### src/rtl/sbf_pkg.sv
package sbf_pkg;

   // Kind of bus cycle captured at the address-strobe rising edge.
   typedef enum logic [1:0] {
      CYC_NONE = 2'd0,
      CYC_REG  = 2'd1,
      CYC_ACK  = 2'd2,
      CYC_SKIP = 2'd3
   } cyc_kind_e;

   // Width of the source-number field placed into the vector.
   localparam int unsigned VEC_IDX_W = 3;
   localparam int unsigned VEC_IDX_LSB = 1;

endpackage

### src/rtl/sbf_strobe_sync.sv
module sbf_strobe_sync #(
   parameter int unsigned N_SIG  = 2,
   parameter int unsigned STAGES = 2
) (
   input  logic             clk,
   input  logic             rst_n,
   input  logic [N_SIG-1:0] raw_n,
   output logic [N_SIG-1:0] lvl_n,
   output logic [N_SIG-1:0] rise,
   output logic [N_SIG-1:0] fall
);

   localparam int unsigned DEPTH = STAGES + 1;

   if (STAGES < 2) begin : g_bad_stages
      $error("sbf_strobe_sync: STAGES must be at least 2");
   end

   logic [N_SIG-1:0] stg [DEPTH];

   for (genvar g = 0; g < DEPTH; g++) begin : g_stage
      if (g == 0) begin : g_first
         always_ff @(posedge clk or negedge rst_n) begin
            if (!rst_n) stg[g] <= '1;
            else        stg[g] <= raw_n;
         end
      end else begin : g_next
         always_ff @(posedge clk or negedge rst_n) begin
            if (!rst_n) stg[g] <= '1;
            else        stg[g] <= stg[g-1];
         end
      end
   end

   assign lvl_n = stg[STAGES-1];
   assign rise  =  stg[STAGES-1] & ~stg[STAGES];
   assign fall  = ~stg[STAGES-1] &  stg[STAGES];

endmodule

### src/rtl/sbf_irq_chain.sv
module sbf_irq_chain
   import sbf_pkg::*;
#(
   parameter int unsigned NSRC        = 4,
   parameter int unsigned DATA_W      = 8,
   parameter bit          VEC_HAS_SRC = 1'b1
) (
   input  logic              clk,
   input  logic              rst_n,
   input  logic [NSRC-1:0]   src_evt,
   input  logic              chain_in,
   input  logic              ack_take,
   input  logic              svc_clear,
   input  logic [DATA_W-1:0] vbase,
   output logic [NSRC-1:0]   pend,
   output logic [NSRC-1:0]   ius,
   output logic              req_any,
   output logic [DATA_W-1:0] vec,
   output logic              irq_n,
   output logic              chain_out
);

   logic [NSRC-1:0] pend_q, ius_q;
   logic [NSRC-1:0] cand, clr_sel, set_sel, clr_mask;
   logic [VEC_IDX_W-1:0] sel_idx;
   logic blocked, seen;

   // Priority walk: lowest index first. A pending or in-service source
   // blocks everything below it; an in-service source also blocks itself.
   always_comb begin
      blocked = ~chain_in;
      seen    = 1'b0;
      cand    = '0;
      clr_sel = '0;
      sel_idx = '0;
      for (int i = 0; i < int'(NSRC); i++) begin
         if (pend_q[i] && !ius_q[i] && !blocked) begin
            cand[i] = 1'b1;
            sel_idx = VEC_IDX_W'(i);
         end
         if (pend_q[i] || ius_q[i]) blocked = 1'b1;
         if (ius_q[i] && !seen) clr_sel[i] = 1'b1;
         if (ius_q[i]) seen = 1'b1;
      end
   end

   assign req_any  = |cand;
   assign set_sel  = ack_take ? cand : '0;
   assign clr_mask = svc_clear ? clr_sel : '0;

   always_ff @(posedge clk or negedge rst_n) begin
      if (!rst_n) begin
         pend_q <= '0;
         ius_q  <= '0;
      end else begin
         pend_q <= (pend_q & ~clr_mask) | src_evt;
         ius_q  <= (ius_q & ~clr_mask) | set_sel;
      end
   end

   if (VEC_HAS_SRC) begin : g_vec_src
      always_comb begin
         vec = vbase;
         vec[VEC_IDX_LSB +: VEC_IDX_W] = sel_idx;
      end
   end else begin : g_vec_flat
      logic unused_idx;
      assign unused_idx = ^sel_idx;
      assign vec = vbase;
   end

   assign pend      = pend_q;
   assign ius       = ius_q;
   assign irq_n     = ~req_any;
   assign chain_out = chain_in & ~(|ius_q) & ~(|pend_q);

endmodule

### src/rtl/sbf_regfile.sv
module sbf_regfile #(
   parameter int unsigned ADDR_W  = 8,
   parameter int unsigned DATA_W  = 8,
   parameter int unsigned NSRC    = 4,
   parameter int unsigned A_STAT  = 'h00,
   parameter int unsigned A_SCR   = 'h05,
   parameter int unsigned A_VBASE = 'h0C,
   parameter int unsigned A_CMD   = 'h0E
) (
   input  logic              clk,
   input  logic              rst_n,
   input  logic              wr_en,
   input  logic [ADDR_W-1:0] addr,
   input  logic [DATA_W-1:0] wr_data,
   input  logic [NSRC-1:0]   pend,
   input  logic [NSRC-1:0]   ius,
   output logic [DATA_W-1:0] vbase,
   output logic [DATA_W-1:0] rd_data,
   output logic              svc_clear
);

   localparam logic [ADDR_W-1:0] AD_STAT  = ADDR_W'(A_STAT);
   localparam logic [ADDR_W-1:0] AD_SCR   = ADDR_W'(A_SCR);
   localparam logic [ADDR_W-1:0] AD_VBASE = ADDR_W'(A_VBASE);
   localparam logic [ADDR_W-1:0] AD_CMD   = ADDR_W'(A_CMD);
   localparam int unsigned STAT_W = 2 * NSRC;

   logic [DATA_W-1:0] scr_q, vbase_q;

   always_ff @(posedge clk or negedge rst_n) begin
      if (!rst_n) begin
         scr_q   <= '0;
         vbase_q <= '0;
      end else if (wr_en) begin
         if (addr == AD_SCR)   scr_q   <= wr_data;
         if (addr == AD_VBASE) vbase_q <= wr_data;
      end
   end

   assign svc_clear = wr_en && (addr == AD_CMD) && wr_data[0];

   always_comb begin
      rd_data = '0;
      unique case (addr)
         AD_STAT:  rd_data[STAT_W-1:0] = {ius, pend};
         AD_SCR:   rd_data = scr_q;
         AD_VBASE: rd_data = vbase_q;
         default:  rd_data = '0;
      endcase
   end

   assign vbase = vbase_q;

endmodule

### src/rtl/strobe_bus_front.sv
module strobe_bus_front
   import sbf_pkg::*;
#(
   parameter int unsigned ADDR_W      = 8,
   parameter int unsigned DATA_W      = 8,
   parameter int unsigned NSRC        = 4,
   parameter int unsigned SYNC_STAGES = 2,
   parameter bit          VEC_HAS_SRC = 1'b1,
   parameter int unsigned A_STAT      = 'h00,
   parameter int unsigned A_SCR       = 'h05,
   parameter int unsigned A_VBASE     = 'h0C,
   parameter int unsigned A_CMD       = 'h0E
) (
   input  logic              clk,
   input  logic              rst_n,
   input  logic              adr_stb_n,
   input  logic              dat_stb_n,
   input  logic              rd_wr,
   input  logic              sel_n,
   input  logic              sel_hi,
   input  logic              iack_n,
   input  logic [ADDR_W-1:0] addr_i,
   input  logic [DATA_W-1:0] data_i,
   output logic [DATA_W-1:0] data_o,
   output logic              data_oe,
   input  logic              chain_in,
   output logic              chain_out,
   output logic              irq_n,
   input  logic [NSRC-1:0]   src_evt
);

   localparam int unsigned STB_AS = 0;
   localparam int unsigned STB_DS = 1;

   if (NSRC < 1 || NSRC > (1 << VEC_IDX_W)) begin : g_bad_nsrc
      $error("strobe_bus_front: NSRC out of range for the vector field");
   end
   if (DATA_W < VEC_IDX_LSB + VEC_IDX_W || 2 * NSRC > DATA_W) begin : g_bad_dw
      $error("strobe_bus_front: DATA_W too narrow for vector or status");
   end
   if (ADDR_W < 1 || ADDR_W > 16) begin : g_bad_aw
      $error("strobe_bus_front: ADDR_W out of range");
   end

   // Strobe synchronisation and edge detection
   logic [1:0] stb_lvl_n, stb_rise, stb_fall;

   sbf_strobe_sync #(
      .N_SIG  (2),
      .STAGES (SYNC_STAGES)
   ) sync_i (
      .clk   (clk),
      .rst_n (rst_n),
      .raw_n ({dat_stb_n, adr_stb_n}),
      .lvl_n (stb_lvl_n),
      .rise  (stb_rise),
      .fall  (stb_fall)
   );

   logic as_rise, ds_fall, ds_rise, unused_lvl;
   assign as_rise    = stb_rise[STB_AS];
   assign ds_fall    = stb_fall[STB_DS];
   assign ds_rise    = stb_rise[STB_DS];
   assign unused_lvl = ^{stb_lvl_n, stb_fall[STB_AS], stb_rise[STB_AS] & 1'b0};

   // Cycle capture state
   cyc_kind_e         cyc_kind;
   logic [ADDR_W-1:0] cyc_addr;
   logic              cyc_read, ds_act, ack_hit_q;
   logic [DATA_W-1:0] dout_q;

   logic              ack_take, wr_en, svc_clear, req_any, in_ack_cyc;
   logic [NSRC-1:0]   pend, ius;
   logic [DATA_W-1:0] vbase, rd_data, vec;

   assign in_ack_cyc = (cyc_kind == CYC_ACK);
   assign ack_take   = ds_fall && !ds_act && in_ack_cyc;
   assign wr_en      = ds_rise && ds_act && (cyc_kind == CYC_REG) && !cyc_read;

   always_ff @(posedge clk or negedge rst_n) begin
      if (!rst_n) begin
         cyc_kind  <= CYC_NONE;
         cyc_addr  <= '0;
         cyc_read  <= 1'b0;
         ds_act    <= 1'b0;
         ack_hit_q <= 1'b0;
         dout_q    <= '0;
      end else begin
         if (as_rise && !ds_act) begin
            cyc_addr <= addr_i;
            if (!iack_n)     cyc_kind <= CYC_ACK;
            else if (!sel_n) cyc_kind <= CYC_REG;
            else             cyc_kind <= CYC_SKIP;
         end
         if (ds_fall && !ds_act && cyc_kind != CYC_NONE) begin
            ds_act <= 1'b1;
            if (in_ack_cyc) begin
               cyc_read  <= 1'b0;
               ack_hit_q <= req_any;
               dout_q    <= vec;
            end else begin
               cyc_read  <= rd_wr;
               ack_hit_q <= 1'b0;
               if (rd_wr) dout_q <= rd_data;
            end
         end
         if (ds_rise && ds_act) begin
            ds_act    <= 1'b0;
            ack_hit_q <= 1'b0;
            cyc_read  <= 1'b0;
            cyc_kind  <= CYC_NONE;
         end
      end
   end

   sbf_regfile #(
      .ADDR_W  (ADDR_W),
      .DATA_W  (DATA_W),
      .NSRC    (NSRC),
      .A_STAT  (A_STAT),
      .A_SCR   (A_SCR),
      .A_VBASE (A_VBASE),
      .A_CMD   (A_CMD)
   ) regs_i (
      .clk       (clk),
      .rst_n     (rst_n),
      .wr_en     (wr_en),
      .addr      (cyc_addr),
      .wr_data   (data_i),
      .pend      (pend),
      .ius       (ius),
      .vbase     (vbase),
      .rd_data   (rd_data),
      .svc_clear (svc_clear)
   );

   sbf_irq_chain #(
      .NSRC        (NSRC),
      .DATA_W      (DATA_W),
      .VEC_HAS_SRC (VEC_HAS_SRC)
   ) chain_i (
      .clk       (clk),
      .rst_n     (rst_n),
      .src_evt   (src_evt),
      .chain_in  (chain_in),
      .ack_take  (ack_take),
      .svc_clear (svc_clear),
      .vbase     (vbase),
      .pend      (pend),
      .ius       (ius),
      .req_any   (req_any),
      .vec       (vec),
      .irq_n     (irq_n),
      .chain_out (chain_out)
   );

   assign data_o  = dout_q;
   assign data_oe = ds_act &&
                    (in_ack_cyc ? ack_hit_q
                                : (cyc_kind == CYC_REG && cyc_read && sel_hi));

endmodule

### config.mk
export PLATFORM = sky130hd
export DESIGN_NAME = strobe_bus_front
export DESIGN_NICKNAME = d
export VERILOG_FILES = /design/src/rtl/sbf_pkg.sv /design/src/rtl/sbf_strobe_sync.sv /design/src/rtl/sbf_irq_chain.sv /design/src/rtl/sbf_regfile.sv /design/src/rtl/strobe_bus_front.sv
export SDC_FILE = /design/constraint.sdc
export NUM_CORES = 1
export LEC_CHECK = 0
export BUFFER_PORTS_ARGS = -buffer_cell sky130_fd_sc_hd__buf_2
export CAP_MARGIN = 5
export CORE_ASPECT_RATIO = 0.5
export CORE_MARGIN = 3
export CORE_UTILIZATION = 57
export CTS_CLUSTER_SIZE = 20
export DETAILED_ROUTE_END_ITERATION = 6
export GPL_TIMING_DRIVEN = 0
export PLACE_DENSITY_LB_ADDON = 0.15
export SYNTH_ARGS = -nofsm -noshare
export SYNTH_HDL_FRONTEND = slang
export SYNTH_HIERARCHICAL = 1
export SYNTH_SLANG_ARGS = --single-unit
### constraint.sdc
create_clock -name clk -period 2.8 [get_ports clk]
set_input_delay 0.7 -clock clk [delete_from_list [all_inputs] [get_ports clk]]
set_output_delay 0.7 -clock clk [all_outputs]
set_load 0.01 [all_outputs]
# [Yosys cells after proc, flatten, opt, wreduce, memory -nomap -nowiden]
# Index checks and enable logic that the tools add are counted.
[word_totals] inputBits=29 output_inout_bits=11 memories=0 latch_bits=0 mem_bits_rw=0 register_bits=51 mem_bits_ro=0
[op_classes] magnitude_cmp=0 eq_ne=5 n_bitwise=15 n_reduce_logical=49 mux=34 shifts=0 addsub=0 mul=0 div=0
[op_table] op="one-hot mux 8 bit (3 select lines)" count=1
[op_table] op="logical AND 1 bit" count=23
[op_table] op="2-to-1 mux 1 bit" count=23
[op_table] op="== test 8 x 4 -> 1 bit, second input constant" count=2
[op_table] op="2-to-1 mux 8 bit" count=2
[op_table] op="logical NOT 1 bit" count=12
[op_table] op="2-to-1 mux 2 bit" count=6
[op_table] op="OR reduction 4 bit" count=3
[op_table] op="AND 4 bit" count=2
[op_table] op="== test 8 x 3 -> 1 bit, second input constant" count=1
[op_table] op="logical NOT 8 bit" count=1
[op_table] op="2-to-1 mux 4 bit" count=2
[op_table] op="bitwise OR 4 bit" count=2
[op_table] op="nonzero test 2 bit" count=4
[op_table] op="AND reduction 2 bit" count=3
[op_table] op="AND 2 bit" count=2
[op_table] op="inverter 1 bit" count=4
[op_table] op="inverter 2 bit" count=2
[op_table] op="inverter 4 bit" count=1
[op_table] op="logical OR 1 bit" count=3
[op_table] op="AND 1 bit" count=2
[op_table] op="== test 2 x 1 -> 1 bit, second input constant" count=1
[op_table] op="== test 2 bit, second input constant" count=1

# [Logic depth before layout (Yosys ltp)]
# Gate-level depths: netlist of run 1.
[logic_depth] depth_word=11 mapped_depth=8 ltp_nobuf=8

# [By module]
# Netlist of run 1, hierarchy kept.
[by_module_without_submodules] mod="strobe_bus_front" n_inst=1 cells_each=74 seq_area_each_um2=525.5 area_per_inst_um2=1043.5
[by_module_without_submodules] mod="sbf_regfile" n_inst=1 cells_each=88 seq_area_each_um2=400.4 area_per_inst_um2=932.1
[by_module_without_submodules] mod="sbf_irq_chain" n_inst=1 cells_each=50 seq_area_each_um2=200.2 area_per_inst_um2=481.7
[by_module_without_submodules] mod="sbf_strobe_sync" n_inst=1 cells_each=12 seq_area_each_um2=157.7 area_per_inst_um2=207.7

# [Worst setup path before layout of run 1]
# Ideal clock, no wire load.
[synth_path] path_kind="register -> register" start="register sync_i.stg (netlist bit sync_i/lvl_n[1])" end="register chain_i.pend_q[1], in the netlist chain_i/pend[1]" path_stages_with_launch=9 slack_ns=0.402 period_less_slack_ns=2.398 n_path_buf=0 t_arrival_ns=2.280 setup_time_ns=0.118 cell_sequence="dfstp_2 -> and2b_2 -> nand2_1 -> nor4b_1 -> nand4b_1 -> nor3_1 -> nand2b_1 -> or2_2 -> a21o_1"
[synth_via] elab_chain_cells=10
[synth_lines] element="from (decl)" line_no="sbf_strobe_sync.sv:19" source="logic [N_SIG-1:0] stg [DEPTH];"
[synth_lines] element="from (signal, indexed assignment)" line_no="sbf_strobe_sync.sv:30" source="else stg[g] <= stg[g-1];"
[synth_lines] element="AND 2 bit" line_no="sbf_strobe_sync.sv:36" source="assign rise = stg[STAGES-1] & ~stg[STAGES];"
[synth_lines] element="named net stb_rise[1]" line_no="strobe_bus_front.sv:46" source="logic [1:0] stb_lvl_n, stb_rise, stb_fall;"
[synth_lines] element="logical AND 1 bit (3 in a row)" line_no="strobe_bus_front.sv:78" source="assign wr_en = ds_rise && ds_act && (cyc_kind == CYC_REG) && !cyc_read;"
[synth_lines] element="named net wr_en" line_no="strobe_bus_front.sv:72" source="logic ack_take, wr_en, svc_clear, req_any, in_ack_cyc;"
[synth_lines] element="logical AND 1 bit (2 in a row)" line_no="sbf_regfile.sv:40" source="assign svc_clear = wr_en && (addr == AD_CMD) && wr_data[0];"
[synth_lines] element="named net svc_clear" line_no="strobe_bus_front.sv:72"
[synth_lines] element="2-to-1 mux 4 bit" line_no="sbf_irq_chain.sv:49" source="assign clr_mask = svc_clear ? clr_sel : '0;"
[synth_lines] element="inverter 4 bit" line_no="sbf_irq_chain.sv:56" source="pend_q <= (pend_q & ~clr_mask) | src_evt;"
[synth_lines] element="AND 4 bit" line_no="sbf_irq_chain.sv:56"
[synth_lines] element="bitwise OR 4 bit" line_no="sbf_irq_chain.sv:56"
[synth_lines] element="to (signal assigned)" line_no="sbf_irq_chain.sv:56"
[synth_lines] element="to (decl)" line_no="sbf_irq_chain.sv:23" source="logic [NSRC-1:0] pend_q, ius_q;"
# The timed path passes the listed nets, and every way through them passes these cells.
# A chain may end at the register's enable or synchronous reset.

# [Worst setup path after layout of run 1]
# Same ends and word-level chain as after synthesis.

==> flow_summary.yaml, run 1 <==
place:
  dp_hpwl_microns: 3820
  port-buffer-count: 39
  dpl-instance-area_sq_um: 2900
  routabilityCongestion: 0.857
cts:
  tritoncts: "done"
  holdBufCountCts: 0
  cts.sinks: 51
  clock_insertion_delay_worst_skew_ns: 0.30
  numCtsBuffers: 5
  post-cts-setup-buffers: 0
  master_cell_of_the_clock_root_buffer: "sky130_fd_sc_hd__clkbuf_8"
  cts_max_level: 2
  clockBufferDepth: 2
  path_clk_slew_ns: 0.09
timing:
  worstMarginPinSlew_ns: 1.10
  grt_setup_unrepaired: "false"
  setup_viol: 0
  clock-skew-final_ns: 0.00529
  final-hold-violation-count: 0
  final.min_clock_period_ns: 2.71
  timing.final.max_slew_violations: 0
  max-slew-margin-rel_pct: 26.8
  final.hold.worst_slack_ns: 0.361
  clock.fmax_mhz: 369
  final.period_utilization_pct: 96.9
grt:
  grt_usage_pct: 21.0
  antenna_found_initial: 0
  grt_pass1_vias: 1856
  global_route_overflow: 0
  grt_pass1_wl_microns: 8650
  grt_max_degree: 52
route:
  wl_per_cell_microns: 16.0
  detailed_router_s_first_iteration_violation_count: 85
  vias: 1871
  detail-route-antenna-nets: 0
  finalWirelength_microns: 5150
  post_route_drc_violation_count: 0
  drt-pass1-iter-count: 4
  routed_via_density: 5.81
cells_and_area:
  nNetsFinal: 296
  insertedDiodeCount: 0
  drive_above_1_share_pct: 46.3
  postLayoutCellArea_sq_um: 3030
  area.growth.synth_to_final_pct: 14.8
worst_setup_path:
  timing_worst_setup_path_type: "flip-flop to flip-flop"
  crit_path_start_kind: "flip-flop"
  worstPathRequired_ns: 3.00
  setup.worst_path.end_class: "flip-flop"
  critPathMaxFanout: 7
  critical-path-max-stage-delay_ns: 0.54
  timing.critical_path.cells: "and2b_2 -> nand2_1 -> nor4b_1 -> nand4b_1 -> nor3_4 -> nand2b_1 -> or2_2 -> a21o_1"
  critical-path-slowest-cell: "sky130_fd_sc_hd__dfstp_2"
  crit_arrival_ns: 2.92
run:
  maxCapViolCount: 0
power:
  power.density_nw_per_um2: 682
  p_leak_nw: 1.40
  vdd_drop_max_mv: 0.510
  finalPower_mw: 2.07
synth:
  synth-warning-count: 6
  syn-mean-instance-area_sq_um: 12.0
  netlist_area_sq_um: 2640
  synthCells: 221
  synth_fp_nets: 250
floorplan:
  initial_utilization_pct: 63.4
  core_area_sq_um: 4160
  placement_rows: 16
  top_level_ports: 40
  die-height_microns: 54.1
  fp.dieArea_sq_um: 5540
  die-width_microns: 102
run_status:
  outcome: "finished clean"
worst_hold_path:
  holdCritPathClass: "flip-flop to flip-flop"
[cells in the final DEF, fill, tap and decap left out, types with 7 or more instances in the layout]
| cell | instances |
|---|---|
| sky130_fd_sc_hd__mux2_2 | 29 |
| sky130_fd_sc_hd__nand3_1 | 14 |
| sky130_fd_sc_hd__or3b_2 | 8 |
| sky130_fd_sc_hd__mux2_4 | 11 |
| sky130_fd_sc_hd__a21o_1 | 12 |
| sky130_fd_sc_hd__clkbuf_1 | 7 |
| sky130_fd_sc_hd__dfrtp_1 | 45 |
| sky130_fd_sc_hd__buf_2 | 40 |
| sky130_fd_sc_hd__nand2_1 | 15 |
| sky130_fd_sc_hd__a21oi_1 | 9 |
[flip-flops by register name (all words and copies together) (netlist names)]
register,flops
data_o,8
regs_i/scr_q,8
sync_i/stg,4
cyc_kind,2
chain_i/pend,4
cyc_read,1
regs_i/vbase,8
chain_i/ius,4
ack_hit_q,1
sync_i/lvl_n,2
cyc_addr,8
ds_act,1
[worst paths after layout]
check,cells after the start,slack (ns),to,startpoint
setup / recovery,8,0.09,chain_i/pend[1],sync_i/lvl_n[1]
hold / removal,0,0.36,sync_i/lvl_n[1],sync_i/stg[5]
setup reg to reg,8,0.09,chain_i/pend[1],sync_i/lvl_n[1]
hold reg to reg,0,0.36,sync_i/lvl_n[1],sync_i/stg[5]
max in group asynchronous,1,1.53,ds_act,rst_n
min in group asynchronous,1,0.59,data_o[3],rst_n
[through the flow]
step / TNS (ns) / std cells / util (%) / worst slack (ns)
floorplan: 0 / 221 / - / 0.414
global placement: 0 / 314 / 69.7 / 0.0261
detailed placement: -0.343 / 314 / 69.7 / -0.212
CTS: 0 / 322 / 72.7 / 0.0499
global route: 0 / 322 / 72.8 / 0.00612
finish: 0 / 322 / 72.8 / 0.0881
[critical path, delay by kind of cell, from the launching register on]
kind               cells  cell delay (ns)
AOI/OAI and AO/OA      1             0.18
DFF                    1             0.54
and+or+nand+nor        7             1.89
[what timing repair did]
item	CTS	global route
setup endpoints to repair	2	1
gates resized for setup	1	1
hold endpoints to repair	0	0
[report_power, final]
part           switching (mW)  internal (mW)
Combinational           0.315          0.282
Sequential              0.100          0.845
Clock                   0.238          0.289
[final cells by class]
type | count | area [sq um]
Buffer | 16 | 98.8
Timing Repair Buffer | 39 | 195
Multi-Input combinational cell | 151 | 1260
Inverter | 3 | 11.3
Clock buffer | 6 | 82.6
Tap cell | 54 | 67.6
Sequential cell | 51 | 1280
Clock inverter | 2 | 35.0
Fill cell | 308 | 1130
[routing by layer]
metal	share of wire, %	track usage, %	vias up
li1	-	-	879
met1	44	26.4	918
met2	48	36.1	64
met3	6.3	5.05	10
met4	1.4	7.19	0
met5	0	0	-
Note: power is estimated with default switching activity, not from simulation.
==> run 2, diff against run 1 <==
--- a/config.mk
+++ b/config.mk
@@ -5,15 +5,16 @@
 export SDC_FILE = /design/constraint.sdc
 export NUM_CORES = 1
 export LEC_CHECK = 0
-export BUFFER_PORTS_ARGS = -buffer_cell sky130_fd_sc_hd__buf_2
 export CAP_MARGIN = 5
 export CORE_ASPECT_RATIO = 0.5
 export CORE_MARGIN = 3
-export CORE_UTILIZATION = 57
+export CORE_UTILIZATION = 60
 export CTS_CLUSTER_SIZE = 20
 export DETAILED_ROUTE_END_ITERATION = 6
+export DONT_BUFFER_PORTS = 1
 export GPL_TIMING_DRIVEN = 0
 export PLACE_DENSITY_LB_ADDON = 0.15
+export SLEW_MARGIN = 10
 export SYNTH_ARGS = -nofsm -noshare
 export SYNTH_HDL_FRONTEND = slang
 export SYNTH_HIERARCHICAL = 1
==> run 2 against run 1 <==
Effect of this change: count of clock-buffer cells in the layout down 1; total power is 7.7% lower; wire length is 3.7% lower; sequential share of layout area rose by 3.4 points; clock skew increased by 0.0011 ns; sequential power rose by 0.8%; cell count decreased by 12%; global-route usage hardly changed; final area decreased by 7.4%; first-iteration DRC count up 38%; critical endpoint unchanged; largest power group unchanged.
==> flow_summary.yaml, run 2 (synthesis gave the netlist of run 1 again) <==
worst_setup_path:
  worstPathRequired_ns: 3.00
  worst_setup_path_startpoint: "sync_i/lvl_n[1]"
  reg2reg_from: "sync_i/lvl_n[1]"
  crit_path_start_kind: "flip-flop"
  crit_arrival_ns: 2.81
  setup.worst_path.end_class: "flip-flop"
  critPathMaxFanout: 7
  timing_worst_setup_path_type: "flip-flop to flip-flop"
cts:
  post-cts-setup-buffers: 0
  path_clk_slew_ns: 0.09
  holdBufCountCts: 0
  tritoncts: "done"
  clock_insertion_delay_worst_skew_ns: 0.30
  numCtsBuffers: 5
  cts_max_level: 2
  master_cell_of_the_clock_root_buffer: "sky130_fd_sc_hd__clkbuf_8"
  cts.sinks: 51
  clockBufferDepth: 2
power:
  finalPower_mw: 1.91
  power.density_nw_per_um2: 680
  p_leak_nw: 1.21
  vdd_drop_max_mv: 0.453
place:
  dp_hpwl_microns: 3660
  routabilityCongestion: 0.820
  detailedPlace.worstSlack_ns: -0.104
  port-buffer-count: 0
floorplan:
  die-height_microns: 52.9
  initial_utilization_pct: 65.0
  placement_rows: 16
  core_area_sq_um: 4060
  fp.dieArea_sq_um: 5280
  die-width_microns: 99.8
  top_level_ports: 40
route:
  wl_per_cell_microns: 17.5
  vias: 1684
  detailed_router_s_first_iteration_violation_count: 117
  routed_via_density: 5.95
  drt-pass1-iter-count: 4
  post_route_drc_violation_count: 0
  finalWirelength_microns: 4960
  detail-route-antenna-nets: 0
timing:
  clock.fmax_mhz: 384
  clock-skew-final_ns: 0.00636
  final-hold-violation-count: 0
  setup_viol: 0
  grt_setup_unrepaired: "false"
  final.setup.worst_slack_ns: 0.199
  final.min_clock_period_ns: 2.60
  timing.final.max_slew_violations: 0
  fin_tns_setup_ns: 0
  final.period_utilization_pct: 92.9
cells_and_area:
  drive_above_1_share_pct: 37.1
  insertedDiodeCount: 0
  ff_latch_area_sq_um: 1280
  fillers: 309
  most_frequent_cells_in_the_layout: "sky130_fd_sc_hd__dfrtp_1 (45), sky130_fd_sc_hd__mux2_2 (29), sky130_fd_sc_hd__nand2_1 (15), sky130_fd_sc_hd__nand3_1 (14), sky130_fd_sc_hd__a21o_1 (12)"
  multiInputGateArea_sq_um: 1260
  layout_commonest_cell: "sky130_fd_sc_hd__dfrtp_1"
  nNetsFinal: 257
  area.growth.synth_to_final_pct: 6.35
grt:
  global_route_overflow: 0
  antenna_found_initial: 0
  grt_pass1_wl_microns: 8380
  grt_usage_pct: 21.0
  grt_max_degree: 52
  grt_pass1_vias: 1725
worst_hold_path:
  holdCritPathClass: "primary input to async pin"
run:
  maxCapViolCount: 0
run_status:
  outcome: "finished clean"
## run 2: cell types whose count changed in the layout (fill, tap and decap cells not counted), sizes merged
cell / previous run / this run
buf: 48 / 9
clkbuf: 13 / 12
clkinvlp: 0 / 2
bufinv: 1 / 0
## run 2: metal layers
layer	routed length [microns]	global-route usage, %	vias to the layer above
met5	0	0	-
met4	42	5.44	0
met3	311	7.11	5
met2	2330	34.4	45
met1	2280	27.0	839
li1	-	-	795
## run 2: critical path, cell delays in order (launching register included)
cell and delay (ns):
sky130_fd_sc_hd__dfstp_2 0.55, sky130_fd_sc_hd__and2b_2 0.17, sky130_fd_sc_hd__nand2_1 0.08, sky130_fd_sc_hd__nor4b_1 0.41, sky130_fd_sc_hd__nand4b_1 0.32, sky130_fd_sc_hd__nor3_4 0.40, sky130_fd_sc_hd__nand2b_1 0.12, sky130_fd_sc_hd__or2_2 0.28
sky130_fd_sc_hd__a21o_1 0.17
## run 2: final timing paths
| kind | endpoint | slack [ns] | depth (start not counted) |
|---|---|---|---|
| max | chain_i/pend[1] | 0.20 | 8 |
| min in group clk | sync_i/lvl_n[1] | 0.36 | 0 |
| max reg2reg | chain_i/pend[1] | 0.20 | 8 |
| min | data_o[3] | 0.08 | 0 |
| max in group asynchronous | sync_i/stg[1] | 2.53 | 0 |
| min reg2reg | sync_i/lvl_n[1] | 0.36 | 0 |
## run 2: timing repair
| action | 4_1_cts | 5_1_grt |
|---|---|---|
| endpoints found under the hold margin | 0 | 0 |
| resized for setup | 1 | 1 |
| setup endpoints to repair | 1 | 1 |
## run 2: through the flow
step | util, % | hold slack [ns] | instance area, sq um | instances
floorplan | - | 0.345 | 2640 | 221
global placement | 66.7 | 0.348 | 2710 | 275
detailed placement | 66.7 | 0.349 | 2710 | 275
CTS | 69.0 | 0.0660 | 2800 | 283
global route | 69.1 | 0.0583 | 2810 | 283
finish | 69.1 | 0.0778 | 2810 | 283
## run 2: final cells by class
class | instances | area share [%]
Multi-Input combinational cell | 151 | 44.8
Tap cell | 54 | 2.41
Buffer | 16 | 3.52
Clock buffer | 5 | 2.45
Inverter | 3 | 0.401
Clock inverter | 3 | 0.713
Sequential cell | 51 | 45.7
## run 2: where the power goes
group	leakage, nW	switching (mW)	internal, mW	total, mW
sequential	0.644	0.108	0.845	0.953
combinational	0.529	0.278	0.259	0.538
clock	0.0402	0.245	0.174	0.419
total	1.21	0.631	1.28	1.91
